[src/rtl/tfd_pkg.sv]
package tfd_pkg;

    localparam int TF_REGS   = 15;
    localparam int MAP_COUNT = 5;

    typedef enum logic [3:0] {
        TF_DATA     = 4'd0,
        TF_ERROR    = 4'd1,
        TF_FEATURE  = 4'd2,
        TF_SECCNT   = 4'd3,
        TF_SECNUM   = 4'd4,
        TF_CYLLO    = 4'd5,
        TF_CYLHI    = 4'd6,
        TF_DRVHD    = 4'd7,
        TF_STATUS   = 4'd8,
        TF_COMMAND  = 4'd9,
        TF_ALTSTAT  = 4'd10,
        TF_DEVCTL   = 4'd11,
        TF_DRVADDR  = 4'd12,
        TF_DUPEVEN  = 4'd13,
        TF_DUPODD   = 4'd14
    } tf_reg_e;

    typedef enum logic [2:0] {
        MAP_MEMWIN    = 3'd0,
        MAP_PRIMARY   = 3'd1,
        MAP_SECONDARY = 3'd2,
        MAP_CONTIG    = 3'd3,
        MAP_IDE       = 3'd4
    } map_mode_e;

    // Result of one address map: which register on read, which on write.
    typedef struct packed {
        logic    hit;
        tf_reg_e rd_reg;
        tf_reg_e wr_reg;
        logic    fifo;
    } tf_hit_t;

    localparam tf_hit_t NO_HIT = '{hit: 1'b0, rd_reg: TF_DATA, wr_reg: TF_DATA, fifo: 1'b0};

    // Shared 16-offset layout used by every map for its register block.
    function automatic tf_hit_t low_map(input logic [3:0] off);
        tf_hit_t h;
        h = '{hit: 1'b1, rd_reg: TF_DATA, wr_reg: TF_DATA, fifo: 1'b0};
        case (off)
            4'h0: ;
            4'h1, 4'hD: begin h.rd_reg = TF_ERROR;   h.wr_reg = TF_FEATURE; end
            4'h2: begin h.rd_reg = TF_SECCNT;  h.wr_reg = TF_SECCNT;  end
            4'h3: begin h.rd_reg = TF_SECNUM;  h.wr_reg = TF_SECNUM;  end
            4'h4: begin h.rd_reg = TF_CYLLO;   h.wr_reg = TF_CYLLO;   end
            4'h5: begin h.rd_reg = TF_CYLHI;   h.wr_reg = TF_CYLHI;   end
            4'h6: begin h.rd_reg = TF_DRVHD;   h.wr_reg = TF_DRVHD;   end
            4'h7: begin h.rd_reg = TF_STATUS;  h.wr_reg = TF_COMMAND; end
            4'h8: begin h.rd_reg = TF_DUPEVEN; h.wr_reg = TF_DUPEVEN; end
            4'h9: begin h.rd_reg = TF_DUPODD;  h.wr_reg = TF_DUPODD;  end
            4'hE: begin h.rd_reg = TF_ALTSTAT; h.wr_reg = TF_DEVCTL;  end
            4'hF: begin h.rd_reg = TF_DRVADDR; h.wr_reg = TF_DRVADDR; end
            default: h = NO_HIT;
        endcase
        return h;
    endfunction

endpackage

[src/rtl/tf_addr_match.sv]
module tf_addr_match
    import tfd_pkg::*;
#(
    parameter int          ADDR_W   = 11,
    parameter int          MODE_W   = 3,
    parameter int          MODES    = MAP_COUNT,
    parameter logic [9:0]  PRI_BASE = 10'h1F0,
    parameter logic [9:0]  PRI_CTRL = 10'h3F6,
    parameter logic [9:0]  SEC_BASE = 10'h170,
    parameter logic [9:0]  SEC_CTRL = 10'h376
) (
    input  logic [MODE_W-1:0] mode_i,
    input  logic [ADDR_W-1:0] addr_i,
    input  logic              ce1_n_i,
    input  logic              ce2_n_i,
    input  logic              attr_n_i,
    output tf_hit_t           res_o
);

    localparam int IO_W   = ADDR_W - 1;   // I/O maps ignore the top address line
    localparam int WIN_B  = ADDR_W - 1;   // memory-map bit that opens the data window
    localparam int BLK_W  = 4;            // register block spans 16 offsets

    function automatic tf_hit_t io_range(input logic [IO_W-1:0] a,
                                         input logic [9:0] base,
                                         input logic [9:0] ctrl);
        tf_hit_t h;
        h = NO_HIT;
        if (a[IO_W-1:3] == base[IO_W-1:3])
            h = low_map({1'b0, a[2:0]});
        else if (a[IO_W-1:1] == ctrl[IO_W-1:1])
            h = low_map({3'b111, a[0]});
        return h;
    endfunction

    function automatic tf_hit_t decode_one(input int m,
                                           input logic [ADDR_W-1:0] a,
                                           input logic c1n,
                                           input logic c2n,
                                           input logic atn);
        tf_hit_t h;
        logic    card_en;
        card_en = !(c1n && c2n);
        h = NO_HIT;
        case (m)
            int'(MAP_MEMWIN): begin
                if (card_en && atn) begin
                    if (a[WIN_B])
                        h = '{hit: 1'b1, rd_reg: TF_DATA, wr_reg: TF_DATA, fifo: 1'b1};
                    else if (a[WIN_B-1:BLK_W] == '0)
                        h = low_map(a[BLK_W-1:0]);
                end
            end
            int'(MAP_PRIMARY):   if (card_en) h = io_range(a[IO_W-1:0], PRI_BASE, PRI_CTRL);
            int'(MAP_SECONDARY): if (card_en) h = io_range(a[IO_W-1:0], SEC_BASE, SEC_CTRL);
            int'(MAP_CONTIG):    if (card_en) h = low_map(a[BLK_W-1:0]);
            int'(MAP_IDE): begin
                if (!c1n && c2n)
                    h = low_map({1'b0, a[2:0]});
                else if (c1n && !c2n && a[2:1] == 2'b11)
                    h = low_map({3'b111, a[0]});
            end
            default: h = NO_HIT;
        endcase
        return h;
    endfunction

    tf_hit_t          res_arr [MODES];
    logic [MODES-1:0] hits;

    for (genvar g = 0; g < MODES; g++) begin : g_map
        always_comb begin
            if (mode_i == MODE_W'(g))
                res_arr[g] = decode_one(g, addr_i, ce1_n_i, ce2_n_i, attr_n_i);
            else
                res_arr[g] = NO_HIT;
            hits[g] = res_arr[g].hit;
        end
    end

    logic single;
    assign single = (hits != '0) && ((hits & (hits - MODES'(1))) == '0);

    always_comb begin
        res_o = NO_HIT;
        for (int k = 0; k < MODES; k++)
            if (single && hits[k]) res_o = res_arr[k];
    end

endmodule

[src/rtl/tf_strobe_qual.sv]
module tf_strobe_qual
    import tfd_pkg::*;
#(
    parameter int MODE_W = 3,
    parameter int MODES  = MAP_COUNT
) (
    input  logic [MODE_W-1:0] mode_i,
    input  logic              oe_n_i,
    input  logic              we_n_i,
    input  logic              iord_n_i,
    input  logic              iowr_n_i,
    output logic              rd_o,
    output logic              wr_o
);

    logic r_raw, w_raw;

    always_comb begin
        if (mode_i == MODE_W'(MAP_MEMWIN)) begin
            r_raw = !oe_n_i;
            w_raw = !we_n_i;
        end else if (mode_i < MODE_W'(MODES)) begin
            r_raw = !iord_n_i;
            w_raw = !iowr_n_i;
        end else begin
            r_raw = 1'b0;
            w_raw = 1'b0;
        end
    end

    assign rd_o = r_raw && !w_raw;
    assign wr_o = w_raw && !r_raw;

endmodule

[src/rtl/tf_sel_reg.sv]
module tf_sel_reg
    import tfd_pkg::*;
#(
    parameter int NREG = TF_REGS
) (
    input  logic            clk,
    input  logic            rst,
    input  logic            rd_i,
    input  logic            wr_i,
    input  tf_reg_e         idx_i,
    input  logic            fifo_i,
    output logic [NREG-1:0] sel_o,
    output logic            rd_o,
    output logic            wr_o,
    output logic            fifo_o
);

    logic [NREG-1:0] sel_nxt;

    for (genvar r = 0; r < NREG; r++) begin : g_onehot
        assign sel_nxt[r] = (rd_i || wr_i) && (idx_i == tf_reg_e'(r));
    end

    always_ff @(posedge clk) begin
        if (rst) begin
            sel_o  <= '0;
            rd_o   <= 1'b0;
            wr_o   <= 1'b0;
            fifo_o <= 1'b0;
        end else begin
            sel_o  <= sel_nxt;
            rd_o   <= rd_i;
            wr_o   <= wr_i;
            fifo_o <= fifo_i && (rd_i || wr_i);
        end
    end

endmodule

[src/rtl/tf_addr_decoder.sv]
module tf_addr_decoder
    import tfd_pkg::*;
#(
    parameter int         ADDR_W   = 11,
    parameter int         MODE_W   = 3,
    parameter logic [9:0] PRI_BASE = 10'h1F0,
    parameter logic [9:0] PRI_CTRL = 10'h3F6,
    parameter logic [9:0] SEC_BASE = 10'h170,
    parameter logic [9:0] SEC_CTRL = 10'h376
) (
    input  logic               clk,
    input  logic               rst,
    input  logic [MODE_W-1:0]  mode_i,
    input  logic [ADDR_W-1:0]  addr_i,
    input  logic               ce1_n_i,
    input  logic               ce2_n_i,
    input  logic               oe_n_i,
    input  logic               we_n_i,
    input  logic               iord_n_i,
    input  logic               iowr_n_i,
    input  logic               attr_n_i,
    output logic [TF_REGS-1:0] sel_o,
    output logic               rd_o,
    output logic               wr_o,
    output logic               fifo_o
);

    tf_hit_t match;
    logic    strb_rd, strb_wr;
    logic    acc_rd, acc_wr;
    tf_reg_e acc_idx;

    tf_addr_match #(
        .ADDR_W  (ADDR_W),
        .MODE_W  (MODE_W),
        .MODES   (MAP_COUNT),
        .PRI_BASE(PRI_BASE),
        .PRI_CTRL(PRI_CTRL),
        .SEC_BASE(SEC_BASE),
        .SEC_CTRL(SEC_CTRL)
    ) u_match (
        .mode_i  (mode_i),
        .addr_i  (addr_i),
        .ce1_n_i (ce1_n_i),
        .ce2_n_i (ce2_n_i),
        .attr_n_i(attr_n_i),
        .res_o   (match)
    );

    tf_strobe_qual #(
        .MODE_W(MODE_W),
        .MODES (MAP_COUNT)
    ) u_qual (
        .mode_i  (mode_i),
        .oe_n_i  (oe_n_i),
        .we_n_i  (we_n_i),
        .iord_n_i(iord_n_i),
        .iowr_n_i(iowr_n_i),
        .rd_o    (strb_rd),
        .wr_o    (strb_wr)
    );

    assign acc_rd  = match.hit && strb_rd;
    assign acc_wr  = match.hit && strb_wr;
    assign acc_idx = strb_rd ? match.rd_reg : match.wr_reg;

    tf_sel_reg #(
        .NREG(TF_REGS)
    ) u_out (
        .clk   (clk),
        .rst   (rst),
        .rd_i  (acc_rd),
        .wr_i  (acc_wr),
        .idx_i (acc_idx),
        .fifo_i(match.fifo),
        .sel_o (sel_o),
        .rd_o  (rd_o),
        .wr_o  (wr_o),
        .fifo_o(fifo_o)
    );

endmodule

[config.mk]
export PLATFORM = sky130hd
export DESIGN_NAME = tf_addr_decoder
export DESIGN_NICKNAME = d
export VERILOG_FILES = /design/src/rtl/tfd_pkg.sv /design/src/rtl/tf_addr_match.sv /design/src/rtl/tf_strobe_qual.sv /design/src/rtl/tf_sel_reg.sv /design/src/rtl/tf_addr_decoder.sv
export SDC_FILE = /design/constraint.sdc
export NUM_CORES = 1
export LEC_CHECK = 0
export CORE_MARGIN = 5
export CORE_UTILIZATION = 49
export CTS_CLUSTER_SIZE = 14
export DETAILED_ROUTE_END_ITERATION = 16
export GPL_TIMING_DRIVEN = 0
export HOLD_SLACK_MARGIN = 0.02
export PLACE_DENSITY = 0.8
export SYNTH_ARGS = -nofsm -noshare
export SYNTH_HDL_FRONTEND = slang
export SYNTH_SLANG_ARGS = --single-unit
[constraint.sdc]
create_clock -name clk -period 2.89 [get_ports clk]
set_input_delay 0.289 -clock clk [delete_from_list [all_inputs] [get_ports clk]]
set_output_delay 0.289 -clock clk [all_outputs]
set_load 0.01 [all_outputs]
==> flow_summary.yaml, run 1 <==
die:
  dieArea_um2: 4420
  pin_count: 41
  dieWidth_um: 66.5
  start_util_pct: 51.2
  coreArea_um2: 3050
  std_cell_rows: 20
  die_h_um: 66.5
cts:
  cts_buffers: 3
  cts_buffer_depth: 2
  hold_buffers: 0
  root_buffer: "clkbuf_4"
  cts_tree: "yes"
  cts.sinks: 18
  clk_pin_slew_worst_paths_ns: 0.08
  h-tree-depth: 1
power_and_ir_drop:
  p_per_area_nw_per_um2: 266
  p_total_uw: 552
  p_leak_nw: 0.712
  irDropWorstVdd_v: 0.000143
placement:
  pre_cts_ws_ns: -0.468
  io_buffers: 39
  place_hpwl_um: 3150
  routabilityCongestion: 0.930
global_routing:
  grt_max_degree: 11
  grt_antenna_before_repair: 0
  grt_pass1_wl_um: 6490
  first_global_vias: 1460
  grt_usage_pct: 18.5
  grt_remaining_overflow: 0
sta:
  min_period_ns: 2.68
  hold_ws_ns: 0.614
  finalSetupTns_ns: 0
  finalCritPeriodShare_pct: 92.8
  maxSlewViolCount: 0
  relSlewSlack_pct: 72.3
  setup_violations: 0
  fmax_mhz: 373
  tightest_slew_ns: 0.409
  setup_ws_ns: 0.208
  hold_viol: 0
routing:
  totalWireLength_um: 3940
  routedWlPerCell_um: 13.9
  first_pass_iters: 4
  ant_nets: 0
  vias_per_cell: 5.81
  drcViolationCount: 0
  drtIter0Drc: 75
  via_count: 1650
synthesis:
  syn_inst: 199
  synth_seq_cells: 18
  synth_area_um2: 1560
  ys_types: 61
  synth_edf_count: 0
  synth_area_per_cell_um2: 7.86
  syn_nets: 227
  yosysWarnings: 0
  ys_seq_area_share_pct: 23.0
  synthFlopType: "dfxtp_1"
  async_flop_share_pct: 0
cells_and_area:
  num-fill-cells: 279
  drive_above_1_share_pct: 15.4
  syn_to_final_growth_pct: 32.9
  nets: 270
  insertedDiodeCount: 0
worst_hold_path:
  min_path_type: "input port to register"
  hold_path.startpoint: "addr_i[9]"
critical_path:
  worst_setup_path_end_kind: "register"
  cp-startpoint: "mode_i[2]"
  critical_path_class: "input port to register"
  critPathMaxFanout: 10
  crit_end: "u_out.sel_o[11]"
  cp_data_arrival_time_ns: 2.89
  worstPathRequired_ns: 3.10
  critPathLaunchType: "input port"
status:
  outcome: "complete, no violations"
job:
  drv_cap: 0
## sequential cells by signal (all words and copies together), names as in the netlist
signal / flops
u_out.wr_o: 1
u_out.fifo_o: 1
u_out.sel_o: 15
u_out.rd_o: 1
## layout by cell type, fill, tap and decap left out, drive strengths merged, types with 2 or more instances in the layout
| cell | count |
|---|---|
| clkbuf | 5 |
| ha | 5 |
| a22oi | 2 |
| o32a | 2 |
| nand2 | 14 |
| o31ai | 2 |
| a21oi | 13 |
| a211o | 2 |
| and2 | 3 |
| a21boi | 2 |
| or4 | 2 |
| nor2 | 16 |
| mux2i | 2 |
| dfxtp | 18 |
| mux2 | 2 |
| buf | 6 |
| nor3 | 14 |
| or3 | 2 |
| a31oi | 4 |
| and3 | 5 |
| a211oi | 2 |
| o22ai | 2 |
| o211ai | 5 |
| nor2b | 3 |
| nand3b | 6 |
| nor3b | 9 |
| nand2b | 7 |
| a21o | 2 |
| or2 | 5 |
| inv | 5 |
| a221oi | 2 |
| o21ai | 8 |
| nand3 | 7 |
| clkdlybuf4s50 | 38 |
## area by class of cell
cell class | instances | area, µm² | share of cell area (%)
buffer | 6 | 55.1 | 2.65
inverter | 5 | 18.8 | 0.903
sequential | 18 | 360 | 17.3
tap | 44 | 55.1 | 2.65
multi-input combinational | 168 | 1170 | 56.5
clock buffer | 3 | 22.5 | 1.08
timing repair buffer | 40 | 393 | 18.9
## where the power goes
group	total, mW	internal, mW	switching (mW)
clock	0.114	0.0485	0.0651
sequential	0.249	0.248	0.000132
combinational	0.190	0.0879	0.102
## metal layers
layer / vias to the layer above / part of all wire (%) / GRT usage [%]
met5: - / 0 / 0
met4: 0 / 0.94 / 5.58
met3: 5 / 6.6 / 2.70
met2: 51 / 45 / 29.7
met1: 756 / 47 / 25.5
li1: 838 / - / -
## worst min-delay path by stage
stage                     endpoint  slack, ns  cells after the start
floorplan               u_out.rd_o       0.37                      1
global placement    u_out.sel_o[0]       0.90                      5
detailed placement  u_out.sel_o[0]       0.91                      5
CTS                 u_out.sel_o[0]       0.60                      5
global route        u_out.sel_o[0]       0.64                      5
finish              u_out.sel_o[2]       0.61                      5
## Yosys cell counts, types with 3 or more instances
library cell / number / area [µm²]
nand2b_1: 7 / 43.8
a21oi_1: 11 / 55.1
o211ai_1: 5 / 37.5
nor2b_1: 3 / 18.8
inv_1: 5 / 18.8
dfxtp_1: 18 / 360
ha_1: 5 / 62.6
nand3b_1: 6 / 45.0
nor3b_1: 8 / 60.1
nor2_1: 15 / 56.3
clkbuf_1: 3 / 11.3
or2_2: 4 / 25.0
and2_1: 3 / 18.8
nand3_1: 7 / 35.0
nand2_1: 14 / 52.6
buf_6: 4 / 45.0
a31oi_1: 4 / 25.0
o21ai_0: 8 / 40.0
nor3_1: 14 / 70.1
and3_1: 3 / 18.8
## per-stage QoR
| stage | utilization [%] | area [µm²] | instances |
|---|---|---|---|
| after floorplan | - | 1560 | 199 |
| after global placement | 65.8 | 2010 | 282 |
| after detailed placement | 65.8 | 2010 | 282 |
| after CTS | 66.7 | 2040 | 285 |
| after global routing | 68.1 | 2080 | 284 |
| final | 68.1 | 2080 | 284 |
## logic make-up after synthesis
logic type,share of synthesized area [%]
AND/OR/NAND/NOR,37.8
AO/OA/AOI/OAI,26.8
flip-flops,23.0
buffers and inverters,5.12
adder cells (fa/ha/maj),4.00
multiplexers,2.72
XOR/XNOR,0.560
## worst max-delay path, cell delays in order
cell and delay (ns):
clkdlybuf4s50_1 0.68, or3b_1 0.47, or2_2 0.32, a21oi_1 0.12
nor2_1 0.05, a2111oi_0 0.35, or3_1 0.26, buf_6 0.16
nor3b_1 0.19
## repair_timing
item / 4_1_cts / 5_1_grt
endpoints found under the hold margin: 0 / 0
buffers inserted: 0 / 1
resized for setup: 2 / 16
setup endpoints to repair: 15 / 15
pin swaps: 0 / 1
Power figures use the tool's default switching activity.
==> run 2: changes to the inputs <==
--- a/config.mk
+++ b/config.mk
@@ -6,12 +6,14 @@
 export NUM_CORES = 1
 export LEC_CHECK = 0
 export CORE_MARGIN = 5
-export CORE_UTILIZATION = 49
+export CORE_UTILIZATION = 48
 export CTS_CLUSTER_SIZE = 14
 export DETAILED_ROUTE_END_ITERATION = 16
 export GPL_TIMING_DRIVEN = 0
 export HOLD_SLACK_MARGIN = 0.02
-export PLACE_DENSITY = 0.8
+export PLACE_DENSITY = 0.79
+export SLEW_MARGIN = 30
 export SYNTH_ARGS = -nofsm -noshare
 export SYNTH_HDL_FRONTEND = slang
+export SYNTH_HIERARCHICAL = 1
 export SYNTH_SLANG_ARGS = --single-unit
==> run 2 against run 1 <==
  * Combinational power fell by 17%
  * Maximum frequency fell by 1.5%
  * Wire length fell by 5.1%
  * Global-route usage fell by 1.4 points
==> flow_summary.yaml, run 2 <==
status:
  outcome: "complete, no violations"
synthesis:
  syn_nets: 224
  synthMostInstantiatedCell: "dfxtp_1"
  synthFlopType: "dfxtp_1"
  synth_edf_count: 0
  synth_seq_cells: 18
  synth_compound_area_share_pct: 24.6
  synthXorXnorAreaFrac_pct: 0.577
  synthTopCellsByArea: "dfxtp_1, mux2_2, ha_1"
  yosysWarnings: 6
  synth_area_per_cell_um2: 7.75
  ys_top_cells_by_count: "dfxtp_1, nor2_1, nand2_1"
  synth_mux_area_share_pct: 5.11
  yosys.area.top_type: "dfxtp_1"
  ys_seq_area_share_pct: 23.7
  syn_inst: 196
  synth_top_area_share_pct: 23.7
  synth_simple_gate_area_share_pct: 34.8
  synth_top_family_by_area: "simple AND/OR/NAND/NOR gates"
  synth_area_um2: 1520
  synth_fa_ha_area_share_pct: 4.12
  ys_types: 55
  async_flop_share_pct: 0
routing:
  drcViolationCount: 0
  drtIter0Drc: 112
  vias_per_cell: 5.69
  ant_nets: 0
  routedWlPerCell_um: 13.2
  totalWireLength_um: 3740
  first_pass_iters: 4
  via_count: 1617
power_and_ir_drop:
  p_per_area_nw_per_um2: 273
  p_leak_nw: 0.737
  irDropWorstVdd_v: 0.000200
  p_total_uw: 551
worst_hold_path:
  min_path_type: "input port to register"
die:
  start_util_pct: 49.8
  std_cell_rows: 20
  dieArea_um2: 4390
  dieWidth_um: 66.3
  coreArea_um2: 3050
  pin_count: 41
  die_h_um: 66.3
sta:
  fmax_mhz: 367
  setup_violations: 0
  tightest_slew_ns: 0.421
  min_period_ns: 2.72
  maxSlewViolCount: 0
  rsz0062_at_grt: "no"
  hold_ws_ns: 0.577
  relSlewSlack_pct: 71.7
  hold_viol: 0
  finalSetupTns_ns: 0
  finalCritPeriodShare_pct: 94.2
critical_path:
  critical_path_class: "input port to register"
  critPathLaunchType: "input port"
  worst_setup_path_end_kind: "register"
  worstPathRequired_ns: 3.09
  critPathMaxFanout: 10
  crit_path_max_incr_delay_ns: 0.52
  cp_data_arrival_time_ns: 2.93
  crit_chain: "clkdlybuf4s50_1 -> buf_6 -> buf_2 -> inv_1 -> a21oi_1 -> o22ai_1 -> a32oi_1 -> nand2_1 -> buf_4 -> mux2_2 -> or3b_1 -> nor3_1"
  cp_slowest_cell: "clkdlybuf4s50_1"
cts:
  cts_tree: "yes"
  clk_pin_slew_worst_paths_ns: 0.09
  hold_buffers: 0
  cts.sinks: 18
  cts_buffer_depth: 2
  cts_buffers: 3
  h-tree-depth: 1
  root_buffer: "clkbuf_4"
cells_and_area:
  final_common_cell: "clkdlybuf4s50_1"
  layout_common_cells: "clkdlybuf4s50_1, dfxtp_1, nor2_1, nand2_1, a21oi_1"
  syn_to_final_growth_pct: 32.9
  largest_register_ffs: 15
  insertedDiodeCount: 0
  final_area_um2: 2020
  nets: 269
  final_util_pct: 66.1
  num-fill-cells: 282
  drive_above_1_share_pct: 13.8
  largest_register: "u_out/sel_o"
global_routing:
  grt_remaining_overflow: 0
  grt_antenna_before_repair: 0
  grt_usage_pct: 17.1
  grt_max_degree: 13
  first_global_vias: 1406
  grt_pass1_wl_um: 6040
placement:
  place_hpwl_um: 2920
  io_buffers: 39
  placedInstanceArea_um2: 1960
  routabilityCongestion: 0.904
job:
  drv_cap: 0
==> run 2: what timing repair did <==
action,4_1_cts,5_1_grt
buffers inserted,0,1
gates resized for setup,2,9
hold endpoints to repair,0,0
pin swaps,0,1
setup endpoints to repair,14,6
==> run 2: layer usage <==
| layer | wire length, µm | vias up | track usage (%) |
|---|---|---|---|
| met5 | 0 | - | 0 |
| met2 | 1770 | 65 | 29.2 |
| li1 | - | 825 | - |
| met3 | 216 | 2 | 2.72 |
| met4 | 19 | 0 | 2.79 |
| met1 | 1730 | 725 | 22.8 |
==> run 2: worst paths after layout <==
kind | startpoint | slack [ns] | cells past startpoint | end
hold / removal | rst | 0.58 | 2 | u_out/wr_o
setup / recovery | addr_i[2] | 0.17 | 12 | u_out/sel_o[10]
==> run 2: logic make-up after synthesis <==
family / count (synthesis)
AND/OR/NAND/NOR: 93
multiplexers: 7
buffers and inverters: 20
adder cells (fa/ha/maj): 5
flip-flops: 18
AO/OA/AOI/OAI: 52
XOR/XNOR: 1
==> run 2: layout make-up <==
type                       instances  area (µm²)  share of cell area [%]
timing repair buffer              40         393                    19.5
sequential                        18         360                    17.9
tap                               44        55.1                    2.73
clock buffer                       4        36.3                    1.80
inverter                           8        30.0                    1.49
buffer                            12        80.1                    3.97
multi-input combinational        158        1060                    52.7
==> run 2: worst max-delay path, delay by kind of cell <==
family | cells | cell delay, ns
compound gates | 3 | 0.55
buf+inv | 5 | 1.12
mux | 1 | 0.32
simple gates | 3 | 0.64
==> run 2: per-stage QoR <==
stage                     worst slack, ns  instances
after floorplan                     0.467        196
after global placement             -0.436        279
after detailed placement           -0.488        279
after CTS                          0.0647        283
after global routing              0.00150        284
final                               0.167        284
==> run 2: report_power, final <==
group	switching, mW	internal [mW]	leakage, nW
clock network	0.0684	0.0767	0.0210
logic	0.0865	0.0714	0.571
registers	0.000134	0.248	0.145
